<file path="src/rtl/mancx_pkg.sv">
package mancx_pkg;

    typedef enum logic [1:0] {
        ST_IDLE     = 2'd0,
        ST_PREAMBLE = 2'd1,
        ST_SYNC     = 2'd2,
        ST_DATA     = 2'd3
    } mx_state_t;

    function automatic int mx_max(input int a, input int b);
        return (a > b) ? a : b;
    endfunction

endpackage

</file>
<file path="src/rtl/mancx_cts_edge.sv">
module mancx_cts_edge (
    input  logic clk,
    input  logic rst_n,
    input  logic cts_n_i,
    output logic cts_fall_o
);
    logic cts_q;

    // Resets high so that a level held low through reset counts as a fall.
    always_ff @(posedge clk) begin
        if (!rst_n) cts_q <= 1'b1;
        else        cts_q <= cts_n_i;
    end

    always_comb cts_fall_o = cts_q & ~cts_n_i;
endmodule

</file>
<file path="src/rtl/mancx_fsm.sv">
module mancx_fsm
    import mancx_pkg::*;
#(
    parameter int PRE_BITS  = 8,
    parameter int SYNC_HALF = 3,
    parameter int CNT_W     = 5
) (
    input  logic              clk,
    input  logic              rst_n,
    input  logic              cts_n_i,
    input  logic              cts_fall_i,
    output mx_state_t         state_o,
    output logic [CNT_W-1:0]  cnt_o,
    output logic              sample_o,
    output logic              load_o
);
    localparam int PRE_LAST  = 2 * PRE_BITS - 1;
    localparam int SYNC_LAST = 2 * SYNC_HALF - 1;

    mx_state_t        state_q, state_d;
    logic [CNT_W-1:0] cnt_q, cnt_d;

    always_ff @(posedge clk) begin
        if (!rst_n) begin
            state_q <= ST_IDLE;
            cnt_q   <= '0;
        end else begin
            state_q <= state_d;
            cnt_q   <= cnt_d;
        end
    end

    always_comb begin
        state_d = state_q;
        cnt_d   = cnt_q;
        if (state_q != ST_IDLE && cts_n_i) begin
            state_d = ST_IDLE;                      // ANY->IDLE abort
            cnt_d   = '0;
        end else begin
            unique case (state_q)
                ST_IDLE: begin
                    cnt_d = '0;
                    if (cts_fall_i) state_d = ST_PREAMBLE;
                end
                ST_PREAMBLE: begin
                    if (cnt_q == CNT_W'(PRE_LAST)) begin
                        state_d = ST_SYNC;
                        cnt_d   = '0;
                    end else begin
                        cnt_d = cnt_q + 1'b1;
                    end
                end
                ST_SYNC: begin
                    if (cnt_q == CNT_W'(SYNC_LAST)) begin
                        state_d = ST_DATA;
                        cnt_d   = '0;
                    end else begin
                        cnt_d = cnt_q + 1'b1;
                    end
                end
                ST_DATA: begin
                    cnt_d = {{(CNT_W-1){1'b0}}, ~cnt_q[0]};
                end
                default: begin
                    state_d = ST_IDLE;
                    cnt_d   = '0;
                end
            endcase
        end
    end

    // Strobes: sample at the mid-cell edge, load at the cell boundary edge.
    always_comb begin
        sample_o = 1'b0;
        load_o   = 1'b0;
        unique case (state_q)
            ST_SYNC: begin
                sample_o = (cnt_q == CNT_W'(SYNC_LAST - 1));
                load_o   = (cnt_q == CNT_W'(SYNC_LAST));
            end
            ST_DATA: begin
                sample_o = ~cnt_q[0];
                load_o   = cnt_q[0];
            end
            default: ;
        endcase
    end

    assign state_o = state_q;
    assign cnt_o   = cnt_q;
endmodule

</file>
<file path="src/rtl/mancx_bit_sampler.sv">
module mancx_bit_sampler (
    input  logic clk,
    input  logic rst_n,
    input  logic nrz_i,
    input  logic sample_i,
    input  logic load_i,
    output logic cur_bit_o
);
    logic next_q, cur_q;

    always_ff @(posedge clk) begin
        if (!rst_n) begin
            next_q <= 1'b0;
            cur_q  <= 1'b0;
        end else begin
            if (sample_i) next_q <= nrz_i;
            if (load_i)   cur_q  <= next_q;
        end
    end

    assign cur_bit_o = cur_q;
endmodule

</file>
<file path="src/rtl/mancx_line_shaper.sv">
module mancx_line_shaper
    import mancx_pkg::*;
#(
    parameter int SYNC_HALF = 3,
    parameter int CNT_W     = 5
) (
    input  mx_state_t        state_i,
    input  logic [CNT_W-1:0] cnt_i,
    input  logic             cur_bit_i,
    output logic             bit_clk_o,
    output logic             line_pos_o,
    output logic             line_neg_o
);
    logic first_half;
    logic pos;

    always_comb begin
        first_half = ~cnt_i[0];
        pos        = 1'b1;
        bit_clk_o  = 1'b0;
        unique case (state_i)
            ST_IDLE: begin
                pos       = 1'b1;
                bit_clk_o = 1'b0;
            end
            ST_PREAMBLE: begin
                pos       = first_half;
                bit_clk_o = first_half;
            end
            ST_SYNC: begin
                pos       = (cnt_i >= CNT_W'(SYNC_HALF));
                bit_clk_o = first_half;
            end
            ST_DATA: begin
                pos       = first_half ? ~cur_bit_i : cur_bit_i;
                bit_clk_o = first_half;
            end
            default: ;
        endcase
        line_pos_o = pos;
        line_neg_o = (state_i == ST_IDLE) ? 1'b1 : ~pos;
    end
endmodule

</file>
<file path="src/rtl/mancx_encoder.sv">
module mancx_encoder
    import mancx_pkg::*;
#(
    parameter int PRE_BITS  = 8,
    parameter int SYNC_HALF = 3
) (
    input  logic clk,
    input  logic rst_n,
    input  logic cts_n_i,
    input  logic nrz_i,
    output logic bit_clk_o,
    output logic line_pos_o,
    output logic line_neg_o
);
    localparam int CNT_W = $clog2(mx_max(2 * PRE_BITS, 2 * SYNC_HALF) + 1);

    logic             cts_fall;
    mx_state_t        state;
    logic [CNT_W-1:0] cnt;
    logic             sample, load, cur_bit;

    mancx_cts_edge u_edge (
        .clk        (clk),
        .rst_n      (rst_n),
        .cts_n_i    (cts_n_i),
        .cts_fall_o (cts_fall)
    );

    mancx_fsm #(
        .PRE_BITS  (PRE_BITS),
        .SYNC_HALF (SYNC_HALF),
        .CNT_W     (CNT_W)
    ) u_fsm (
        .clk        (clk),
        .rst_n      (rst_n),
        .cts_n_i    (cts_n_i),
        .cts_fall_i (cts_fall),
        .state_o    (state),
        .cnt_o      (cnt),
        .sample_o   (sample),
        .load_o     (load)
    );

    mancx_bit_sampler u_samp (
        .clk       (clk),
        .rst_n     (rst_n),
        .nrz_i     (nrz_i),
        .sample_i  (sample),
        .load_i    (load),
        .cur_bit_o (cur_bit)
    );

    mancx_line_shaper #(
        .SYNC_HALF (SYNC_HALF),
        .CNT_W     (CNT_W)
    ) u_shape (
        .state_i    (state),
        .cnt_i      (cnt),
        .cur_bit_i  (cur_bit),
        .bit_clk_o  (bit_clk_o),
        .line_pos_o (line_pos_o),
        .line_neg_o (line_neg_o)
    );
endmodule

</file>
<file path="config.mk">
export PLATFORM = sky130hd
export DESIGN_NAME = mancx_encoder
export DESIGN_NICKNAME = d
export VERILOG_FILES = /design/src/rtl/mancx_pkg.sv /design/src/rtl/mancx_cts_edge.sv /design/src/rtl/mancx_fsm.sv /design/src/rtl/mancx_bit_sampler.sv /design/src/rtl/mancx_line_shaper.sv /design/src/rtl/mancx_encoder.sv
export SDC_FILE = /design/constraint.sdc
export NUM_CORES = 1
export LEC_CHECK = 0
export BUFFER_PORTS_ARGS = -buffer_cell sky130_fd_sc_hd__buf_2
export CAP_MARGIN = 10
export CORE_AREA = 2 2 39 41
export CTS_BUF_LIST = sky130_fd_sc_hd__clkbuf_4 sky130_fd_sc_hd__clkbuf_8
export CTS_CLUSTER_SIZE = 30
export DETAILED_ROUTE_END_ITERATION = 10
export DIE_AREA = 0 0 41 43
export HOLD_SLACK_MARGIN = 0.1
export PLACE_DENSITY = 0.79
export SYNTH_ARGS = -nofsm -noshare
export SYNTH_HDL_FRONTEND = slang
export SYNTH_SLANG_ARGS = --single-unit
</file>
<file path="constraint.sdc">
create_clock -name clk -period 1.6 [get_ports clk]
set_clock_uncertainty 0.2 [all_clocks]
set_input_delay 0 -clock clk [delete_from_list [all_inputs] [get_ports clk]]
set_output_delay 0 -clock clk [all_outputs]
set_load 0.02 [all_outputs]
</file>
==> results.md, run 1 <==
Final layout:
- After routing the design area is slightly above 1000 µm².
- Relative to the synthesized area, the layout overhead comes to 54.7%.
- The layout has a little over 100 filler cells.
- The sequential cells in the finished layout cover a total of between 200 and 250 µm².
- The final net count is 120.
- The proportion of layout cells with a drive suffix above 1 is about half.
- The number of antenna diodes in the final layout is 0.
- The multi-input combinational cells in the finished layout cover a total of between 500 and 600 µm².
- The non-filler instance count after layout is approximately 120.

Die:
- The initialized floorplan defines 14 standard-cell rows.
- The floorplan step defined a die boundary enclosing approximately 1800 µm².
- The die span in y is 43 µm.
- The floorplan step defined a core boundary enclosing 1380 µm².
- For this configuration, the core starts out at a cell density of 47.9%.
- From left edge to right edge, the die measures 41 µm.
- In this run the count of I/O pins placed on the die edge is 7.

Yosys:
- Counting instances in the post-synthesis netlist gives the leading cell types as sky130_fd_sc_hd__dfxtp_1, sky130_fd_sc_hd__ha_1, sky130_fd_sc_hd__inv_1, sky130_fd_sc_hd__nand2_1, sky130_fd_sc_hd__nor2_1.
- The synthesized flop and latch total is 10.
- The synthesized design devotes to its leading area cell type between 30% and 40% of total area.
- After synthesis, the cell types taking the most area are sky130_fd_sc_hd__dfxtp_1, sky130_fd_sc_hd__ha_1, sky130_fd_sc_hd__inv_1.
- The netlist uses 29 different library cells.
- Summing every instance area after synthesis gives around 660 µm².
- The cell taking the most area after synthesis is sky130_fd_sc_hd__dfxtp_1.
- For this run, asynchronously set or reset flops after synthesis account for 0%.
- For this run, the number of Yosys warnings is 0.
- The number of instances in the synthesized netlist is 75.
- The average cell area after synthesis is around 8.8 µm².
- The net count after synthesis is roughly 90.
- Counting flops with a built-in enable in the synthesized netlist gives 0.
- The sequential area share after synthesis is between 30% and 40%.
- The prevailing post-synth register cell is sky130_fd_sc_hd__dfxtp_1.

Worst setup path:
- The category of the critical setup timing path is flip-flop to primary output.
- The highest fanout seen on the critical path is 3.
- The family with the most delay on the worst path is simple AND/OR/NAND/NOR gates.
- The category of the worst setup path capture point is a primary output.
- Together, buffers and inverters on the worst path number 1.
- The delay of the slowest cell on the worst path is around 500 ps.
- The data arrival at the endpoint of the critical path is 1670 ps.
- The critical path goes through ha_4 -> or4_4 -> a21oi_4 -> o21ai_4 -> nand2_2 -> buf_6.
- STA puts the critical path data required time at ~1400 ps.
- The kind of start point of the critical path is a flip-flop.
- The largest individual stage delay along the critical path comes from the cell sky130_fd_sc_hd__or4_4.

Timing:
- The number of max-slew violations in the final report is 0.
- The number of setup violations in the final report is 9.
- Timing would allow up to between 500 and 600 MHz.
- Setup slack on the critical path of the routed design comes to -266 ps.
- The final number of hold-violating endpoints is 0.
- Setup repair after global routing could not meet its margin everywhere.
- For the pin with the worst max-slew slack, the measured transition is about 270 ps.
- The final critical path takes up 117% of the cycle.
- The clock period minus final worst setup slack is ~1900 ps.
- The tightest hold margin is about 280 ps.
- The worst pin sits at a relative slew slack of roughly 80%.

Placement:
- The placed instance area is between 800 and 900 µm².
- The routability congestion estimate is between 0.7 and 0.8.
- During placement, the flow inserted port buffers numbering 6.
- The detailed-placement wirelength estimate is about 1000 µm.
- OpenSTA, run right after detailed placement, puts the worst setup slack at -104 ps.
- The number of placed instances, taps included, is about 110.

Clock tree:
- Counting the buffers created by CTS gives 3.
- The number of clock sinks seen by CTS is 10.
- TritonCTS built the clock tree.
- The root buffer cell chosen for the clock tree is sky130_fd_sc_hd__clkbuf_4.
- The deepest level of the CTS H-tree is 1.
- Clock-pin slew was measured on the worst setup and hold paths at 70 ps.
- The longest clock path from root to sink contains 2 buffers.
- The later pin in the worst-skew pair is clocked with a latency of 280 ps.

Drt:
- Summed over all layers, the routed wires come to around 1600 µm.
- The residual DRC count is 0.
- The first detailed-routing pass took 2 iterations.
- The detailed router's first-iteration violation count is 1.
- The average routed wire per standard cell is approximately 14 µm.
- The per-cell via count in the routed design is around 5.
- The total via count after detailed routing is roughly 620.
- The count of nets left with antenna violations after detail routing is 0.

GRT:
- The initial antenna violation count was 0.
- The first global-routing pass estimated between 2000 and 3000 µm of wire.
- Entering global routing, the biggest net connects 7 pins.
- The number of global-route vias before repair came to roughly 610.
- The total routing usage reported by global routing is between 20% and 30%.
- The total congestion overflow after global routing is 0.

Power and ir drop:
- Across the VDD grid, the largest voltage drop is approximately 880 µV.
- The static leakage is around 0.45 nW.
- The total chip power is around 1.2 mW.
- In this run the power density over the cells is 1150 nW/µm².

Outcome:
- The final reports fail on setup timing.
- The flow ran to the end, but the final reports show violations.

Run:
- Max-cap violations in this run came to 0.

Worst hold path:
- The path class of the tightest hold or removal check is flip-flop to flip-flop.
==> state kept, by name (all words and copies together), names as in the netlist <==
register,flops
u_edge.cts_q,1
u_fsm.cnt_o,5
u_fsm.state_o,2
u_samp.cur_bit_o,1
u_samp.next_q,1
==> layer usage <==
| layer | wire (µm) | track usage (%) | part of all wire [%] |
|---|---|---|---|
| met4 | 16 | 10.0 | 0.97 |
| met5 | 0 | 0 | 0 |
| met3 | 40 | 4.71 | 2.4 |
| met2 | 855 | 36.6 | 52 |
| met1 | 731 | 25.2 | 44 |
==> area by class of cell <==
| cell class | instances | area share, % |
|---|---|---|
| repair buffers | 27 | 20.9 |
| inverters | 10 | 3.66 |
| clock buffers | 4 | 3.54 |
| well taps | 16 | 1.95 |
| flip-flops and latches | 10 | 20.7 |
| multi-input cells | 54 | 49.3 |
==> cell usage in the layout (no fill, tap or decap), drive strengths merged, types with 4 or more instances in the layout <==
cell / instances
buf: 22
clkbuf: 4
dfxtp: 10
dlygate4sd3: 5
ha: 10
inv: 10
nand2: 6
nand3: 4
nor2: 5
==> cells by family (layout without fill, tap and decap cells) <==
family	after synthesis	count (layout)	synth area share, %
xor+xnor	3	3	3.96
compound gates	12	12	14.0
simple gates	25	25	20.0
buf+inv	11	41	6.79
fa+ha+maj	10	10	18.9
mux	4	4	6.23
flops	10	10	30.2
==> report_power, final <==
part	internal (mW)	total (mW)	switching (mW)
registers	0.270	0.292	0.0221
clock network	0.138	0.244	0.105
logic	0.316	0.642	0.326
==> stage by stage <==
step           setup TNS, ps  utilization [%]
2_1_floorplan          -9.57                -
3_3_place_gp            -136             58.9
3_5_place_dp            -358             58.9
4_1_cts                -1470             68.9
5_1_grt                -1600             74.1
6_report               -1030             74.1
==> path summary, 6_finish.rpt <==
| kind | start | to | slack [ps] | cells after the start |
|---|---|---|---|---|
| worst max-delay path | u_fsm.cnt_o[0] | line_neg_o | -270 | 6 |
| worst min-delay path | u_samp.next_q | u_samp.next_q | 280 | 2 |
| worst max register to register | u_fsm.cnt_o[1] | u_fsm.state_o[0] | -130 | 7 |
| worst min register to register | u_samp.next_q | u_samp.next_q | 280 | 2 |
==> worst min-delay path, cell delays in order, from the launching register on <==
cell and delay, ps:
sky130_fd_sc_hd__dfxtp_1 300, sky130_fd_sc_hd__nand2_1 60, sky130_fd_sc_hd__mux2i_1 60
==> what timing repair did <==
action                     4_1_cts  5_1_grt
pin swaps                        9        2
hold buffers                     5        1
resized for setup                8       16
setup endpoints to repair        8       12
hold endpoints to repair         7        3
setup buffers                    4        2
No activity file was read; power rests on OpenSTA's default activity.
==> run 2, diff against run 1 <==
- CORE_AREA: 2 2 39 41 -> unset
- CORE_MARGIN: unset -> 2
- CORE_UTILIZATION: unset -> 45
- DIE_AREA: 0 0 41 43 -> unset
- PLACE_DENSITY: 0.79 -> 0.71
- clock period: 1.6 -> 2.1 ns (I/O delays scaled with it)
==> results.md, run 2 (synthesis results as in run 1) <==
Outcome:
- The run finished with clean final reports.

Final layout:
- The proportion of layout cells with a drive suffix above 1 is 21.1% (-29 points).
- The area growth from synthesis to layout is 21.5%.
- The final non-filler cell area is 806 µm² (-21%).
- The final standard cell utilization of the core was 60.4% (-14 points).
- The final net count is 106 (-12%).
- The number of flip-flops under the largest register name is 5 (unchanged).
- Leaving out fill and tap cells, the most frequent cells in the layout are sky130_fd_sc_hd__ha_1, sky130_fd_sc_hd__inv_1, sky130_fd_sc_hd__dfxtp_1.
- The number of fillers in the final layout is 119 (+17%).
- The leading cell type in the layout, fill and taps excluded is sky130_fd_sc_hd__ha_1.
- The number of diodes is 0 (unchanged).

Worst setup path:
- The critical path goes through ha_1 -> or4_4 -> a21oi_2 -> o21ai_2 -> nand2_1 -> buf_2.
- The highest fanout seen on the critical path is 4 (+1).
- The delay of the slowest cell on the worst path came to 540 ps (+40 ps).
- The number of buffers and inverters on the critical path was 1 (unchanged).
- The critical path in this run is classified as flip-flop to primary output.
- The reg2reg setup slack came to 160 ps (+290 ps).
- The data arrival at the endpoint of the critical path is 1800 ps (+130 ps).
- Broken down by cell family, the worst path's largest delay share belongs to simple AND/OR/NAND/NOR gates.
- The worst setup path is launched from a flip-flop.
- The critical path required time is 1900 ps (+500 ps).
- The library cell contributing the largest single delay on the critical path is sky130_fd_sc_hd__or4_4.
- The category of the worst setup path capture point is a primary output.

Die:
- The die span in y was 42.4 µm (-1.4%).
- The effective utilization at floorplan is 49.7% (+1.8 points).
- The chip width is 42.4 µm (+3.4%).
- The number of placed I/O pins came to 7 (unchanged).
- The area of the die was 1800 µm² (+1.9%).
- The area of the placeable core is 1330 µm² (-3.6%).
- The number of cell rows came to 13 (-1).

Placement:
- The detailed-placement wirelength estimate is 915 µm (-11%).
- The placed instance area is 712 µm² (-13%).
- The quantity of I/O buffers inserted on ports was 6 (unchanged).
- The routability congestion estimate is 0.794 (-0.40%).
- The pre-CTS worst setup slack came to 358 ps (+462 ps).

Clock tree:
- The root buffer cell chosen for the clock tree is sky130_fd_sc_hd__clkbuf_4.
- The latest clock arrival within the worst-skew pair is 260 ps (-20 ps).
- The CTS tree is yes.
- The buffer depth of the longest clock path is 2 (unchanged).
- The post-CTS setup-driven buffer insertion count is 0 (-4).
- The clock transition time at the flip-flop clock pins of the worst setup and hold paths is 60 ps (about the same).
- The deepest level of the CTS H-tree came to 1 (unchanged).
- The number of clock sinks seen by CTS came to 10 (unchanged).
- The TritonCTS buffer count is 3 (unchanged).

GRT:
- The total routing usage reported by global routing is 15.9% (-6.2 points).
- The initial antenna violation count is 0 (unchanged).
- The total congestion overflow after global routing came to 0 (unchanged).
- The maximum number of pins on one net before global-route repair came to 9 (+2).
- The number of global-route vias before repair came to 517 (-15%).
- The wire length of the first global-routing pass is 2170 µm (-15%).

Power and ir drop:
- The static leakage is 0.351 nW (-22%).
- The power density over cell area is 830 nW/µm² (-28%).
- The total chip power is 669 µW (-43%).
- The largest voltage drop on the vdd net is 617 µV (-30%).

Drt:
- The detailed router's first-iteration violation count is 8 (+7).
- The average routed wire per standard cell is 11.3 µm (-17%).
- The count of nets left with antenna violations after detail routing is 0 (unchanged).
- The total iterations of the first detailed-routing run is 3 (+1).
- The residual DRC count was 0 (unchanged).
- The total via count after detailed routing is 527 (-15%).
- The wire length after detailed routing is 1190 µm (-28%).
- The per-cell via count in the routed design was 5.02 (-2.5%).

Timing:
- The headroom to the max-slew limit is 80.1% (-2.1 points).
- The number of max-slew violations in the final report is 0 (unchanged).
- The final sum of negative setup slack is 0 ps (+1030 ps).
- The number of setup violations in the final report is 0 (-9).
- The slew of the pin with the lowest slew margin came to 298 ps (+32.6 ps).
- The final number of hold-violating endpoints is 0 (unchanged).
- The worst setup slack after layout is 104 ps (+370 ps).
- For this run, the top clock speed supported by timing is ~500 MHz.
- The clock period minus final worst setup slack is between 1500 and 2000 ps.
- The share of the cycle needed by the critical path after routing is 95.0%.
- Setup repair after global routing left no endpoint under its margin.

Run:
- The max-cap check violation count was 0 (unchanged).

Worst hold path:
- The tightest min-delay check is of the flip-flop to flip-flop type.
[run 2: cell count changes in the layout (fill, tap and decap cells not counted), sizes merged]
cell and delta:
buf -15, clkbuf -1, dlygate4sd3 +1
[run 2: layout make-up]
cell class / instances / area (µm²) / area share (%)
repair buffers: 13 / 97.6 / 12.1
inverters: 10 / 37.5 / 4.66
clock buffers: 3 / 22.5 / 2.80
multi-input cells: 54 / 428 / 53.1
flip-flops and latches: 10 / 201 / 25.0
well taps: 15 / 18.8 / 2.33
[run 2: tightest hold or removal path, cell delays in order (launching register included)]
cell and delay, ps:
sky130_fd_sc_hd__dfxtp_1 300, sky130_fd_sc_hd__nand2_1 70, sky130_fd_sc_hd__mux2i_1 60
[run 2: through the flow]
step	hold WS, ps	cells
3_3_place_gp	33.3	96
2_1_floorplan	-114	75
3_5_place_dp	47.3	96
6_report	272	105
4_1_cts	279	105
5_1_grt	287	105
[run 2: what timing repair did]
item | in CTS | in global routing
hold buffers | 6 | 0
hold endpoints to repair | 7 | 0
gates resized for setup | 0 | 3
setup endpoints to repair | 0 | 1
[run 2: final timing paths]
path / from / end / depth (start not counted)
setup / recovery: u_fsm.cnt_o[1] / line_neg_o / 6
hold / removal: u_samp.next_q / u_samp.cur_bit_o / 2
setup reg to reg: u_fsm.cnt_o[0] / u_samp.next_q / 6
hold reg to reg: u_samp.next_q / u_samp.cur_bit_o / 2
[run 2: routing by layer]
layer  global-route usage (%)  routed length, µm  vias to the layer above
met5                        0                  0                        -
met4                     7.50                 23                        0
met3                     5.17                 25                        4
met2                     25.5                573                        6
met1                     18.8                564                      233
li1                         -                  -                      284
[run 2: power breakdown]
group,internal (mW),switching (mW)
clock network,0.0663,0.0647
registers,0.207,0.0142
logic,0.131,0.186
total,0.404,0.265
==> run 3, diff against run 2 <==
- CORE_UTILIZATION: 45 -> 40
- PLACE_DENSITY: 0.71 -> 0.65
==> results.md, run 3 (synthesis results as in run 1) <==
Power and ir drop:
- The internal power is 404 µW (about the same).
- The power density over cell area was 831 nW/µm² (+0.11%).
- The share of total power in combinational logic is 48.2% (+0.8 points).
- The clock share of power came to 18.7% (-0.9 points).
- The switching component of the power is 263 µW (-0.76%).
- The switching share of total power is 39.5% (-0.16 points).
- The register share of total power was 33.1% (about the same).
- The largest voltage drop on the vdd net is 571 µV (-7.4%).
- The static leakage is 0.350 nW (-0.27%).
- The total chip power is 667 µW (-0.36%).

Timing:
- The top achievable clock speed is 500 MHz (-0.22%).
- The headroom to the max-slew limit is 79.7% (-0.46 points).
- The final number of hold-violating endpoints is 0 (unchanged).
- Setup repair after global routing could not meet its margin everywhere.
- The tightest hold margin is 273 ps (+0.975 ps).
- The share of the cycle needed by the critical path after routing is 95.2% (+0.21 points).
- The slew of the pin with the lowest slew margin is 305 ps (+6.85 ps).
- The worst setup slack after layout is 99.9 ps (-4.38 ps).
- The clock period minus final worst setup slack is 2000 ps (+4.38 ps).
- The number of max-slew violations in the final report is 0 (unchanged).
- The number of setup violations in the final report came to 0 (unchanged).

Clock tree:
- The TritonCTS buffer count came to 3 (unchanged).
- The clock transition time at the flip-flop clock pins of the worst setup and hold paths is 60 ps (about the same).
- The deepest level of the CTS H-tree is 1 (unchanged).
- Clock tree synthesis selected as its root buffer the cell sky130_fd_sc_hd__clkbuf_4.
- TritonCTS built the clock tree.
- The number of clock sinks seen by CTS is 10 (unchanged).
- The latest clock arrival within the worst-skew pair came to 260 ps (about the same).
- The buffer depth of the longest clock path is 2 (unchanged).

Drt:
- The total iterations of the first detailed-routing run is 4 (+1).
- The detailed router's first-iteration violation count is 16 (+8).
- The total via count after detailed routing came to 530 (+0.57%).
- The count of nets left with antenna violations after detail routing is 0 (unchanged).
- The residual DRC count is 0 (unchanged).
- The per-cell via count in the routed design is 5.00 (-0.38%).
- The average routed wire per standard cell is 11.4 µm (+0.64%).
- The wire length after detailed routing is 1210 µm (+1.6%).

Final layout:
- Leaving out fill and tap cells, the most frequent cells in the layout are sky130_fd_sc_hd__ha_1, sky130_fd_sc_hd__inv_1, sky130_fd_sc_hd__dfxtp_1.
- The number of fillers in the final layout is 149 (+25%).
- Leaving out fill and tap cells, the most frequent cell in the layout is sky130_fd_sc_hd__ha_1.
- The number of diodes was 0 (unchanged).
- The area of all sequential standard cells is 201 µm² (unchanged).
- The final non-filler cell area is 802 µm² (-0.47%).
- The area used by multi-input combinational logic was 423 µm² (-1.2%).
- The area overhead of the layout relative to synthesis is 20.9%.
- The final net count is 106 (unchanged).
- The proportion of layout cells with a drive suffix above 1 is 20.0% (-1.1 points).
- The number of flip-flops under the largest register name is 5 (unchanged).

Outcome:
- The flow ran to the end, and the final reports show no timing, DRC or antenna violations.

Placement:
- The routability congestion estimate is 0.751 (-5.4%).
- The placed instance area is 713 µm² (+0.18%).
- The pre-CTS worst setup slack is 351 ps (-7.04 ps).
- The quantity of I/O buffers inserted on ports came to 6 (unchanged).
- The detailed-placement wirelength estimate is 925 µm (+1.1%).

Die:
- The chip width came to 44.7 µm (+5.5%).
- The die span in y is 44.7 µm (+5.5%).
- The area of the die is 2000 µm² (+11%).
- The number of cell rows is 14 (+1).
- The number of placed I/O pins was 7 (unchanged).
- The area of the placeable core came to 1520 µm² (+14%).
- The effective utilization at floorplan came to 43.5% (-6.2 points).

Worst hold path:
- The depth of the worst hold-timing path is 2 (unchanged).
- The capture endpoint of the worst hold path is u_samp.cur_bit_o.
- The startpoint identified for the worst hold timing path is u_samp.cur_bit_o.
- The worst hold-check path type is flip-flop to flip-flop.

Worst setup path:
- The highest fanout seen on the critical path came to 4 (unchanged).
- The reg2reg setup slack is 150 ps (about the same).
- The capturing point of the worst reg2reg path is u_samp.next_q.
- The worst setup path is captured at a primary output.
- The worst register-to-register path begins at u_fsm.cnt_o[0].
- The slowest stage of the critical path is the sky130_fd_sc_hd__or4_4 cell.
- The critical path required time came to 1900 ps (about the same).
- Walking the worst path, the cells encountered are ha_1 -> or4_4 -> a21oi_2 -> o21ai_2 -> nand2_1 -> buf_2.
- The setup path with the least slack is of type flip-flop to primary output.
- The kind of start point of the critical path is a flip-flop.
- The data arrival at the endpoint of the critical path is 1800 ps (about the same).
- The logic depth of the worst register-to-register path is 6 (unchanged).
- The delay of the slowest cell on the worst path is 540 ps (about the same).

GRT:
- The wire length of the first global-routing pass is 2130 µm (-1.9%).
- The maximum number of pins on one net before global-route repair is 9 (unchanged).
- The total routing usage reported by global routing is 14.9% (-0.93 points).
- The number of global-route vias before repair is 503 (-2.7%).
- The initial antenna violation count is 0 (unchanged).
- The total congestion overflow after global routing is 0 (unchanged).

Run:
- The max-cap check violation count is 0 (unchanged).
-- run 3: cell counts in the layout (fill, tap and decap cells not counted) --
No cell type changed its count.
-- run 3: routing by layer --
metal / track usage [%] / up-vias / part of all wire, %
met5: 0 / - / 0
met4: 7.27 / 0 / 1.6
met3: 6.00 / 2 / 5.0
met2: 20.6 / 11 / 41
met1: 20.0 / 231 / 52
li1: - / 286 / -
-- run 3: per-stage QoR --
stage                     utilization, %  std cells  TNS [ps]
after CTS                           52.2        106         0
after floorplan                        -         75         0
after global routing                52.6        106     -26.1
after global placement              46.8         97         0
final                               52.6        106         0
after detailed placement            46.8         97         0
-- run 3: timing repair --
item / CTS / global route
endpoints found under the hold margin: 7 / 0
hold buffers: 6 / 0
endpoints found under the setup margin: 0 / 2
gates resized for setup: 0 / 2
buffers inserted: 0 / 0
-- run 3: final cells by class --
class	count	share of cell area, %
sequential	10	25.1
multi-input combinational	54	52.7
clock buffer	3	2.81
inverter	10	4.68
tap	16	2.50
timing repair buffer	13	12.2
-- run 3: worst max path at each step --
stage,depth (start not counted),end,slack (ps),from
floorplan,5,line_neg_o,400,u_fsm.cnt_o[1]
global placement,6,u_fsm.state_o[0],400,u_fsm.cnt_o[0]
detailed placement,6,u_fsm.cnt_o[4],350,u_fsm.cnt_o[1]
CTS,7,u_samp.next_q,90,u_fsm.state_o[0]
global route,6,line_neg_o,-30,u_fsm.cnt_o[1]
finish,6,line_neg_o,100,u_fsm.cnt_o[1]
-- run 3: power groups by stage --
stage	registers (mW)	logic, mW	clock network [mW]
2_1_floorplan	0.220	0.237	0
3_3_place_gp	0.222	0.313	0
3_5_place_dp	0.223	0.310	0
4_1_cts	0.218	0.319	0.134
5_1_grt	0.224	0.355	0.146
6_report	0.221	0.321	0.124
-- run 3: critical path: cells and delay by family, from the launching register on --
family / cells / cell delay, ps
AND/OR/NAND/NOR: 2 / 610
adder cells (fa/ha/maj): 1 / 240
buffers and inverters: 1 / 150
flip-flops: 1 / 350
AO/OA/AOI/OAI: 2 / 200
